--- src/rtl/sdinit_pkg.sv ---
package sdinit_pkg;

  // {csN, rasN, casN, weN}
  localparam logic [3:0] CMD_NOP = 4'b0111;
  localparam logic [3:0] CMD_PRE = 4'b0010;
  localparam logic [3:0] CMD_REF = 4'b0001;
  localparam logic [3:0] CMD_MRS = 4'b0000;

  typedef enum logic [2:0] {
    S_HOLD, S_PRE, S_REF, S_MRS, S_WAIT, S_READY, S_ERR
  } seqState_t;

  typedef struct packed {
    logic doPre;
    logic doRef;
    logic doMrs;
    logic doSpec;
    logic isReady;
    logic isErr;
    logic doReject;
  } initStrobe_t;

endpackage

--- src/rtl/sdinit_ctrl.sv ---
module sdinit_ctrl
  import sdinit_pkg::*;
#(
  parameter int HOLD_CYC    = 20000,
  parameter int NUM_REFRESH = 2,
  parameter int T_RP        = 3,
  parameter int T_RC        = 9,
  parameter int T_MRD       = 2
) (
  input  logic        clk,
  input  logic        rstN,
  input  logic        cfgOk,
  input  logic        mrsFirst,
  input  logic        specReq,
  input  logic        specMask,
  input  logic        specColor,
  output initStrobe_t strobe
);

  // waits shorter than two cycles are raised to two; refreshes never below two
  localparam int NREF  = (NUM_REFRESH < 2) ? 2 : NUM_REFRESH;
  localparam int RP_C  = (T_RP  < 2) ? 2 : T_RP;
  localparam int RC_C  = (T_RC  < 2) ? 2 : T_RC;
  localparam int MRD_C = (T_MRD < 2) ? 2 : T_MRD;
  localparam int HOLD_C = (HOLD_CYC < 1) ? 1 : HOLD_CYC;
  localparam int CNT_W = $clog2(HOLD_C + RP_C + RC_C + MRD_C + 1);
  localparam int REF_W = $clog2(NREF + 1);

  localparam logic [CNT_W-1:0] HOLD_LOAD = CNT_W'(HOLD_C - 1);
  localparam logic [CNT_W-1:0] RP_LOAD   = CNT_W'(RP_C - 2);
  localparam logic [CNT_W-1:0] RC_LOAD   = CNT_W'(RC_C - 2);
  localparam logic [CNT_W-1:0] MRD_LOAD  = CNT_W'(MRD_C - 2);
  localparam logic [REF_W-1:0] REF_LAST  = REF_W'(NREF - 1);
  localparam logic [REF_W-1:0] REF_ALL   = REF_W'(NREF);

  seqState_t        state, nextSt;
  logic [CNT_W-1:0] cnt;
  logic [REF_W-1:0] refCnt;
  logic             mrsDone;
  logic             specBoth, specAccept;

  assign specBoth   = specMask && specColor;
  assign specAccept = (state == S_READY) && specReq && !specBoth;

  always_ff @(posedge clk) begin
    if (!rstN) begin
      state   <= S_HOLD;
      nextSt  <= S_HOLD;
      cnt     <= HOLD_LOAD;
      refCnt  <= '0;
      mrsDone <= 1'b0;
    end else begin
      case (state)
        S_HOLD: begin
          if (cnt == '0) state <= S_PRE;
          else           cnt   <= cnt - 1'b1;
        end
        S_PRE: begin
          cnt    <= RP_LOAD;
          nextSt <= mrsFirst ? S_MRS : S_REF;
          state  <= S_WAIT;
        end
        S_REF: begin
          refCnt <= refCnt + 1'b1;
          cnt    <= RC_LOAD;
          if (refCnt != REF_LAST) nextSt <= S_REF;
          else if (mrsDone)       nextSt <= S_READY;
          else                    nextSt <= S_MRS;
          state  <= S_WAIT;
        end
        S_MRS: begin
          if (!cfgOk) begin
            state <= S_ERR;
          end else begin
            mrsDone <= 1'b1;
            cnt     <= MRD_LOAD;
            nextSt  <= (refCnt == REF_ALL) ? S_READY : S_REF;
            state   <= S_WAIT;
          end
        end
        S_WAIT: begin
          if (cnt == '0) state <= nextSt;
          else           cnt   <= cnt - 1'b1;
        end
        S_READY: begin
          if (specAccept) begin
            cnt    <= MRD_LOAD;
            nextSt <= S_READY;
            state  <= S_WAIT;
          end
        end
        default: state <= S_ERR;
      endcase
    end
  end

  always_comb begin
    strobe          = '0;
    strobe.doPre    = (state == S_PRE);
    strobe.doRef    = (state == S_REF);
    strobe.doMrs    = (state == S_MRS) && cfgOk;
    strobe.doSpec   = specAccept;
    strobe.isReady  = (state == S_READY) && !specAccept;
    strobe.isErr    = (state == S_ERR);
    strobe.doReject = (state == S_READY) && specReq && specBoth;
  end

endmodule

--- src/rtl/sdinit_word.sv ---
module sdinit_word
  import sdinit_pkg::*;
#(
  parameter int ADDR_W = 11
) (
  input  logic              clk,
  input  logic              rstN,
  input  initStrobe_t       strobe,
  input  logic [2:0]        burstLen,
  input  logic              interleave,
  input  logic [2:0]        casLat,
  input  logic              singleWrite,
  input  logic              specMask,
  input  logic              specColor,
  output logic              cfgOk,
  output logic              cke,
  output logic              dqm,
  output logic [3:0]        cmdPins,
  output logic              fnSel,
  output logic [ADDR_W-1:0] addr,
  output logic              ready,
  output logic              cfgError,
  output logic              specReject
);

  localparam int BL_LSB   = 0;
  localparam int BT_BIT   = 3;
  localparam int CL_LSB   = 4;
  localparam int SW_BIT   = 9;
  localparam int ALL_BIT  = 10;
  localparam int MASK_BIT = 5;
  localparam int COL_BIT  = 6;

  logic              blLegal, clLegal, pageOrder;
  logic [ADDR_W-1:0] modeWord, specWord, preWord, addrNext;
  logic [3:0]        cmdNext;

  always_comb begin
    blLegal   = (burstLen[2] == 1'b0) || (burstLen == 3'b111);
    clLegal   = (casLat == 3'b010) || (casLat == 3'b011);
    pageOrder = !((burstLen == 3'b111) && interleave);
    cfgOk     = blLegal && clLegal && pageOrder;

    modeWord = '0;
    modeWord[BL_LSB +: 3] = burstLen;
    modeWord[BT_BIT]      = interleave;
    modeWord[CL_LSB +: 3] = casLat;
    modeWord[SW_BIT]      = singleWrite;

    specWord = '0;
    specWord[MASK_BIT] = specMask;
    specWord[COL_BIT]  = specColor;

    preWord = '0;
    preWord[ALL_BIT] = 1'b1;

    cmdNext  = CMD_NOP;
    addrNext = '0;
    if (strobe.doPre) begin
      cmdNext  = CMD_PRE;
      addrNext = preWord;
    end else if (strobe.doRef) begin
      cmdNext = CMD_REF;
    end else if (strobe.doMrs) begin
      cmdNext  = CMD_MRS;
      addrNext = modeWord;
    end else if (strobe.doSpec) begin
      cmdNext  = CMD_MRS;
      addrNext = specWord;
    end
  end

  always_ff @(posedge clk) begin
    if (!rstN) begin
      cke        <= 1'b1;
      dqm        <= 1'b1;
      cmdPins    <= CMD_NOP;
      fnSel      <= 1'b0;
      addr       <= '0;
      ready      <= 1'b0;
      cfgError   <= 1'b0;
      specReject <= 1'b0;
    end else begin
      cke        <= 1'b1;
      dqm        <= !strobe.isReady;
      cmdPins    <= cmdNext;
      fnSel      <= strobe.doSpec;
      addr       <= addrNext;
      ready      <= strobe.isReady;
      cfgError   <= strobe.isErr;
      specReject <= strobe.doReject;
    end
  end

endmodule

--- src/rtl/sdram_init_seq.sv ---
module sdram_init_seq
  import sdinit_pkg::*;
#(
  parameter int CLK_MHZ     = 100,
  parameter int HOLD_US     = 200,
  parameter int NUM_REFRESH = 2,
  parameter int T_RP        = 3,
  parameter int T_RC        = 9,
  parameter int T_MRD       = 2,
  parameter int ADDR_W      = 11
) (
  input  logic              clk,
  input  logic              rstN,
  input  logic [2:0]        cfgBurstLen,
  input  logic              cfgInterleave,
  input  logic [2:0]        cfgCasLat,
  input  logic              cfgSingleWrite,
  input  logic              cfgMrsFirst,
  input  logic              specReq,
  input  logic              specLoadMask,
  input  logic              specLoadColor,
  output logic              cke,
  output logic              dqm,
  output logic              csN,
  output logic              rasN,
  output logic              casN,
  output logic              weN,
  output logic              fnSel,
  output logic [ADDR_W-1:0] addr,
  output logic              ready,
  output logic              cfgError,
  output logic              specReject
);

  localparam int HOLD_CYC = CLK_MHZ * HOLD_US;

  initStrobe_t strobe;
  logic        cfgOk;
  logic [3:0]  cmdPins;

  sdinit_ctrl #(
    .HOLD_CYC(HOLD_CYC), .NUM_REFRESH(NUM_REFRESH),
    .T_RP(T_RP), .T_RC(T_RC), .T_MRD(T_MRD)
  ) uCtrl (
    .clk(clk), .rstN(rstN), .cfgOk(cfgOk), .mrsFirst(cfgMrsFirst),
    .specReq(specReq), .specMask(specLoadMask), .specColor(specLoadColor),
    .strobe(strobe)
  );

  sdinit_word #(.ADDR_W(ADDR_W)) uWord (
    .clk(clk), .rstN(rstN), .strobe(strobe),
    .burstLen(cfgBurstLen), .interleave(cfgInterleave), .casLat(cfgCasLat),
    .singleWrite(cfgSingleWrite), .specMask(specLoadMask), .specColor(specLoadColor),
    .cfgOk(cfgOk), .cke(cke), .dqm(dqm), .cmdPins(cmdPins), .fnSel(fnSel),
    .addr(addr), .ready(ready), .cfgError(cfgError), .specReject(specReject)
  );

  assign {csN, rasN, casN, weN} = cmdPins;

endmodule

--- config.mk ---
export PLATFORM = sky130hd
export DESIGN_NAME = sdram_init_seq
export DESIGN_NICKNAME = d
export VERILOG_FILES = /design/src/rtl/sdinit_pkg.sv /design/src/rtl/sdinit_ctrl.sv /design/src/rtl/sdinit_word.sv /design/src/rtl/sdram_init_seq.sv
export SDC_FILE = /design/constraint.sdc
export NUM_CORES = 1
export LEC_CHECK = 0
export ABC_AREA = 0
export ABC_CLOCK_PERIOD_IN_PS = 2260
export BUFFER_PORTS_ARGS = -buffer_cell sky130_fd_sc_hd__buf_4
export CORE_ASPECT_RATIO = 0.8
export CORE_UTILIZATION = 30
export CTS_CLUSTER_SIZE = 25
export DETAILED_ROUTE_END_ITERATION = 10
export PLACE_DENSITY_LB_ADDON = 0.1
export SLEW_MARGIN = 20
export SYNTH_ARGS = -nofsm -noshare
export SYNTH_HDL_FRONTEND = slang
export SYNTH_SLANG_ARGS = --single-unit
--- constraint.sdc ---
create_clock -name clk -period 2.26 [get_ports clk]
set_input_delay 0.226 -clock clk [delete_from_list [all_inputs] [get_ports clk]]
set_output_delay 0.226 -clock clk [all_outputs]
set_load 0.05 [all_outputs]
# After elaboration in Yosys (flattened, before gate mapping)
# Index checks and enable logic that the tools add are counted.
[totals]
reg_bits = 44
latch_bits = 0
ram_bits = 0
romBits = 0
input_bits = 14
n_memories = 0
[op_classes]
n_addsub = 2
multipliers = 0
n_div = 0
order_cmp = 0
eq_ne = 16
shift = 0
muxes = 24
n_bitwise = 2
n_reduce_logical = 28
[ops]
columns = ["op", "count"]
rows = [
  ["$pmux 15 s5", 1],
  ["$mux 15", 3],
  ["$mux 3", 12],
  ["$mux 11", 3],
  ["$logic_not 15->1", 1],
  ["$pmux 3 s5", 1],
  ["$sub 15x1->15 const B", 1],
  ["$eq 3x2->1 const B", 4],
  ["$eq 3x3->1 const B", 4],
  ["$pmux 3 s4", 1],
  ["$ne 2x1->1 const B", 5],
  ["$logic_and 1x1->1", 9],
  ["$mux 7", 1],
  ["$reduce_and 3->1", 2],
  ["$reduce_or 2->1", 3],
  ["$reduce_bool 5->1", 1],
  ["$logic_not 1->1", 4],
  ["$reduce_and 4->1", 1],
  ["$reduce_bool 4->1", 1],
  ["$reduce_or 4->1", 1],
  ["$eq 3x1->1 const B", 1],
  ["$logic_not 3->1", 1],
  ["$reduce_or 3->1", 1],
  ["$add 2x1->2 const B", 1],
  ["other kinds (7)", 9],
]

# Longest topological paths before layout
[depth]
ltp_word = 8
ltp_mapped = 7
mapped_depth_nobuf = 7

# By module
# From an unflattened synthesis, not the netlist that was laid out.
[hier_totals]
cells_unflattened = 220
hier_area_um2 = 1963.1
[by_module_without_submodules]
columns = ["mod", "n_inst", "cells_per_inst", "area_per_inst_um2", "seq_area_each_um2"]
rows = [
  ["sdinit_ctrl", 1, 169, 1402.6, 480.5],
  ["sdinit_word", 1, 51, 560.5, 340.3],
]

# Least setup slack after synthesis
# Ideal clock, no wire load.
[synth_path]
path_kind = "reg2reg"
start = "reg uCtrl.cnt[10]"
end = "reg uCtrl.cnt[4]"
setup_time_ns = 0.122
t_arrival_ns = 1.787
t_required_ns = 2.138
slack_ns = 0.351
stages_incl_launch_ff = 6
path_buffers = 0
synth_period_minus_slack_ns = 1.909
path_cell_list = "dfxtp_1 -> or4_4 -> nor4_4 -> a21oi_2 -> and4_4 -> a311o_1"
[synth_via]
elab_chain_len = 3
[synth_lines]
columns = ["element", "line_no", "text"]
rows = [
  ["start, declared", "sdinit_ctrl.sv:37", "logic [CNT_W-1:0] cnt;"],
  ["start signal, assigned", "sdinit_ctrl.sv:56", "else cnt <= cnt - 1'b1;"],
  ["start signal, assigned", "sdinit_ctrl.sv:83", "else cnt <= cnt - 1'b1;"],
  ["$logic_not 15->1", "sdinit_ctrl.sv:55, sdinit_ctrl.sv:82", ""],
  ["$ne 2x2->1 (no source line)", "n/a", ""],
  ["$reduce_and 4->1 (no source line)", "n/a", ""],
]
# Every way passes these cells.
# A chain may end at the register's enable or synchronous reset.

# Final worst setup path
# Ends and elaborated chain as after synthesis.

==> run metrics <==
vias per inst=5.05; min-delay src=cfgCasLat[0]; Post-CTS Setup Bufs=0; CTS Buffer Depth=2; Max Cap Viol=0; Synth Area per Inst=8.74 µm²; worst hold endpoint=uWord.addr[4]; CP Launch Type=register; first-pass GRT wire length=8.08 mm; most frequent cells in the layout=41 x dfxtp_1, 38 x buf_4, 18 x nor2_1; Synth top area share=0.431; Reg2Reg Depth=5; Seq/Total Area, Yosys=0.431; Die ar.=0.00668 mm²; Port Buffers=30; Post-synth EDFFs=0; final worst setup slack=around 0.19 ns; Setup Skew=0.0105 ns; post-layout util=0.394; Hold Path Cell Cnt=2; final wirelength=4.72 mm; GRT Util Overall=0.153; share of cells above drive strength 1=0.221; initial antenna violation count=0; CTS clk-pin slew, worst paths=roughly 0.09 ns; Max VDD drop=0.225 mV; design area=0.00237 mm²; largest area contributor in the netlist=dfxtp_1; number of core rows=25; leakage power figure=0.922 nW; Die Y=73.3 µm; post-cts gate resize count=0; Vias=roughly 1700; synth top area cells=dfxtp_1 43%, and2_1 3.6%, nor2_1 3.5%; Fmax=between 400 and 500 MHz; initial core utilization=0.317; DIE WIDTH=91.1 µm; CTS tree=done; H-tree depth=2; vias in the first global route=roughly 1600; IO Pins=35; min Tclk post-route=2.07 ns; largest net degree at the start of global routing=20; unrepaired setup endpoints after global routing=false; worst-skew pair later-pin latency=0.30 ns; critical path endpoint category=register; Worst Path Buf+Inv=0; Final ANT Viol Nets=0; DRT Pass-1 Iters=4; grt total ovfl=0; #FFs+latches synth=41; Crit Reg-Reg Startpoint=uCtrl.cnt[10]; WL per Instance=14.1 µm; Primary FF master, synth=dfxtp_1; setup TNS=0 ns; Final period util=0.918; smallest hold slack=between 0.1 and 0.15 ns; flop-to-flop setup slack=0.19 ns; pre-CTS worst setup slack=0.220 ns; ys async rst share=0; CP required=2.45 ns; Hold Violations, Final=0; Core ar.=0.00601 mm²; Distinct cells, synth=49; Worst R2R End=uCtrl.cnt[4]; CP Data Arrival Time=2.26 ns; area added between synthesis and finish=24.3%; crit path kind=register to register; Final Non-Filler Cells=between 300 and 400; commonest non-fill, non-tap cell in the layout=dfxtp_1; diode count=0; Worst path top cell family by delay=simple AND/OR/NAND/NOR gates; Clock Tree Root=clkbuf_8; Setup violations, final=0; Hold Buf Count CTS=0; status=finished clean; final-stage net count=269; synthesized cell area=between 0.0015 and 0.002 mm²; Final Max Tran Viols=0; # DRC=0; Worst Path Max Fanout=8; Placed Cells incl. Taps=about 330; clock sinks=between 40 and 50; cell count after synthesis=218; Design Power=between 1.5 and 2 mW; gpl congestion=0.781; crit path cell chain=or4_4 -> nor4_4 -> a21oi_2 -> and4_4 -> a311o_1; DP Wirelength=around 3.4 mm; Worst path max stage delay=0.58 ns; total CTS buffers=5; HP Class=primary input to register; warnings from Yosys=0; DRT iter0 DRCs=105; Pwr Density=around 640 mW/mm²; placed inst area=between 0.002 and 0.0025 mm²; CP max stage cell=or4_4
-- sequential cells by signal, summed over array words and instances, names as in the netlist, 2 cells and up --
signal	count
uCtrl.cnt	15
uCtrl.nextSt	3
uCtrl.refCnt	2
uCtrl.state	3
uWord.addr	9
uWord.cmdPins	3
-- kinds of logic after synthesis --
group / after synthesis / synth area share
flops: 41 / 0.431
compound gates: 52 / 0.193
fa+ha+maj: 3 / 0.0197
buf+inv: 24 / 0.0578
other cells: 2 / 0.00394
simple gates: 95 / 0.290
xor+xnor: 1 / 0.00460
-- power by group --
group          switching [mW]  internal [mW]  leakage (nW)
clock                   0.283          0.445        0.0687
sequential            0.00365          0.726         0.331
combinational          0.0426         0.0261         0.522
total                   0.329           1.20         0.922
-- synthesized netlist by cell type (6+ instances only) --
cell type	count
nand4_1	6
a21oi_1	7
inv_1	11
dfxtp_1	41
nand3_1	11
a31oi_1	9
clkbuf_1	7
nor3_1	10
nand2_1	9
nor2_1	18
and2_1	11
-- layer usage --
layer | routed length [µm] | track usage | vias up
met4 | 27 | 0.0370 | 0
met5 | 0 | 0 | -
met2 | 1840 | 0.216 | 39
met1 | 2580 | 0.235 | 780
met3 | 275 | 0.0321 | 2
li1 | - | - | 866
-- final cells by class --
type,count,area (µm²)
clock buffer,5,68.8
clock inverter,3,68.8
fill,607,3640
inverter,11,41.3
multi-input combinational,155,982
sequential,41,821
tap,81,101
timing repair buffer,38,285
-- worst max-delay path by stage --
stage,startpoint,to,cells past startpoint
6_report,uCtrl.cnt[10],uCtrl.cnt[4],5
5_1_grt,uCtrl.state[1],uCtrl.cnt[7],5
4_1_cts,uCtrl.cnt[10],uCtrl.cnt[4],5
3_5_place_dp,uCtrl.cnt[10],uCtrl.cnt[4],5
3_3_place_gp,uCtrl.cnt[10],uCtrl.cnt[4],5
2_1_floorplan,uCtrl.cnt[10],uCtrl.cnt[4],5
Power figures use the tool's default switching activity.
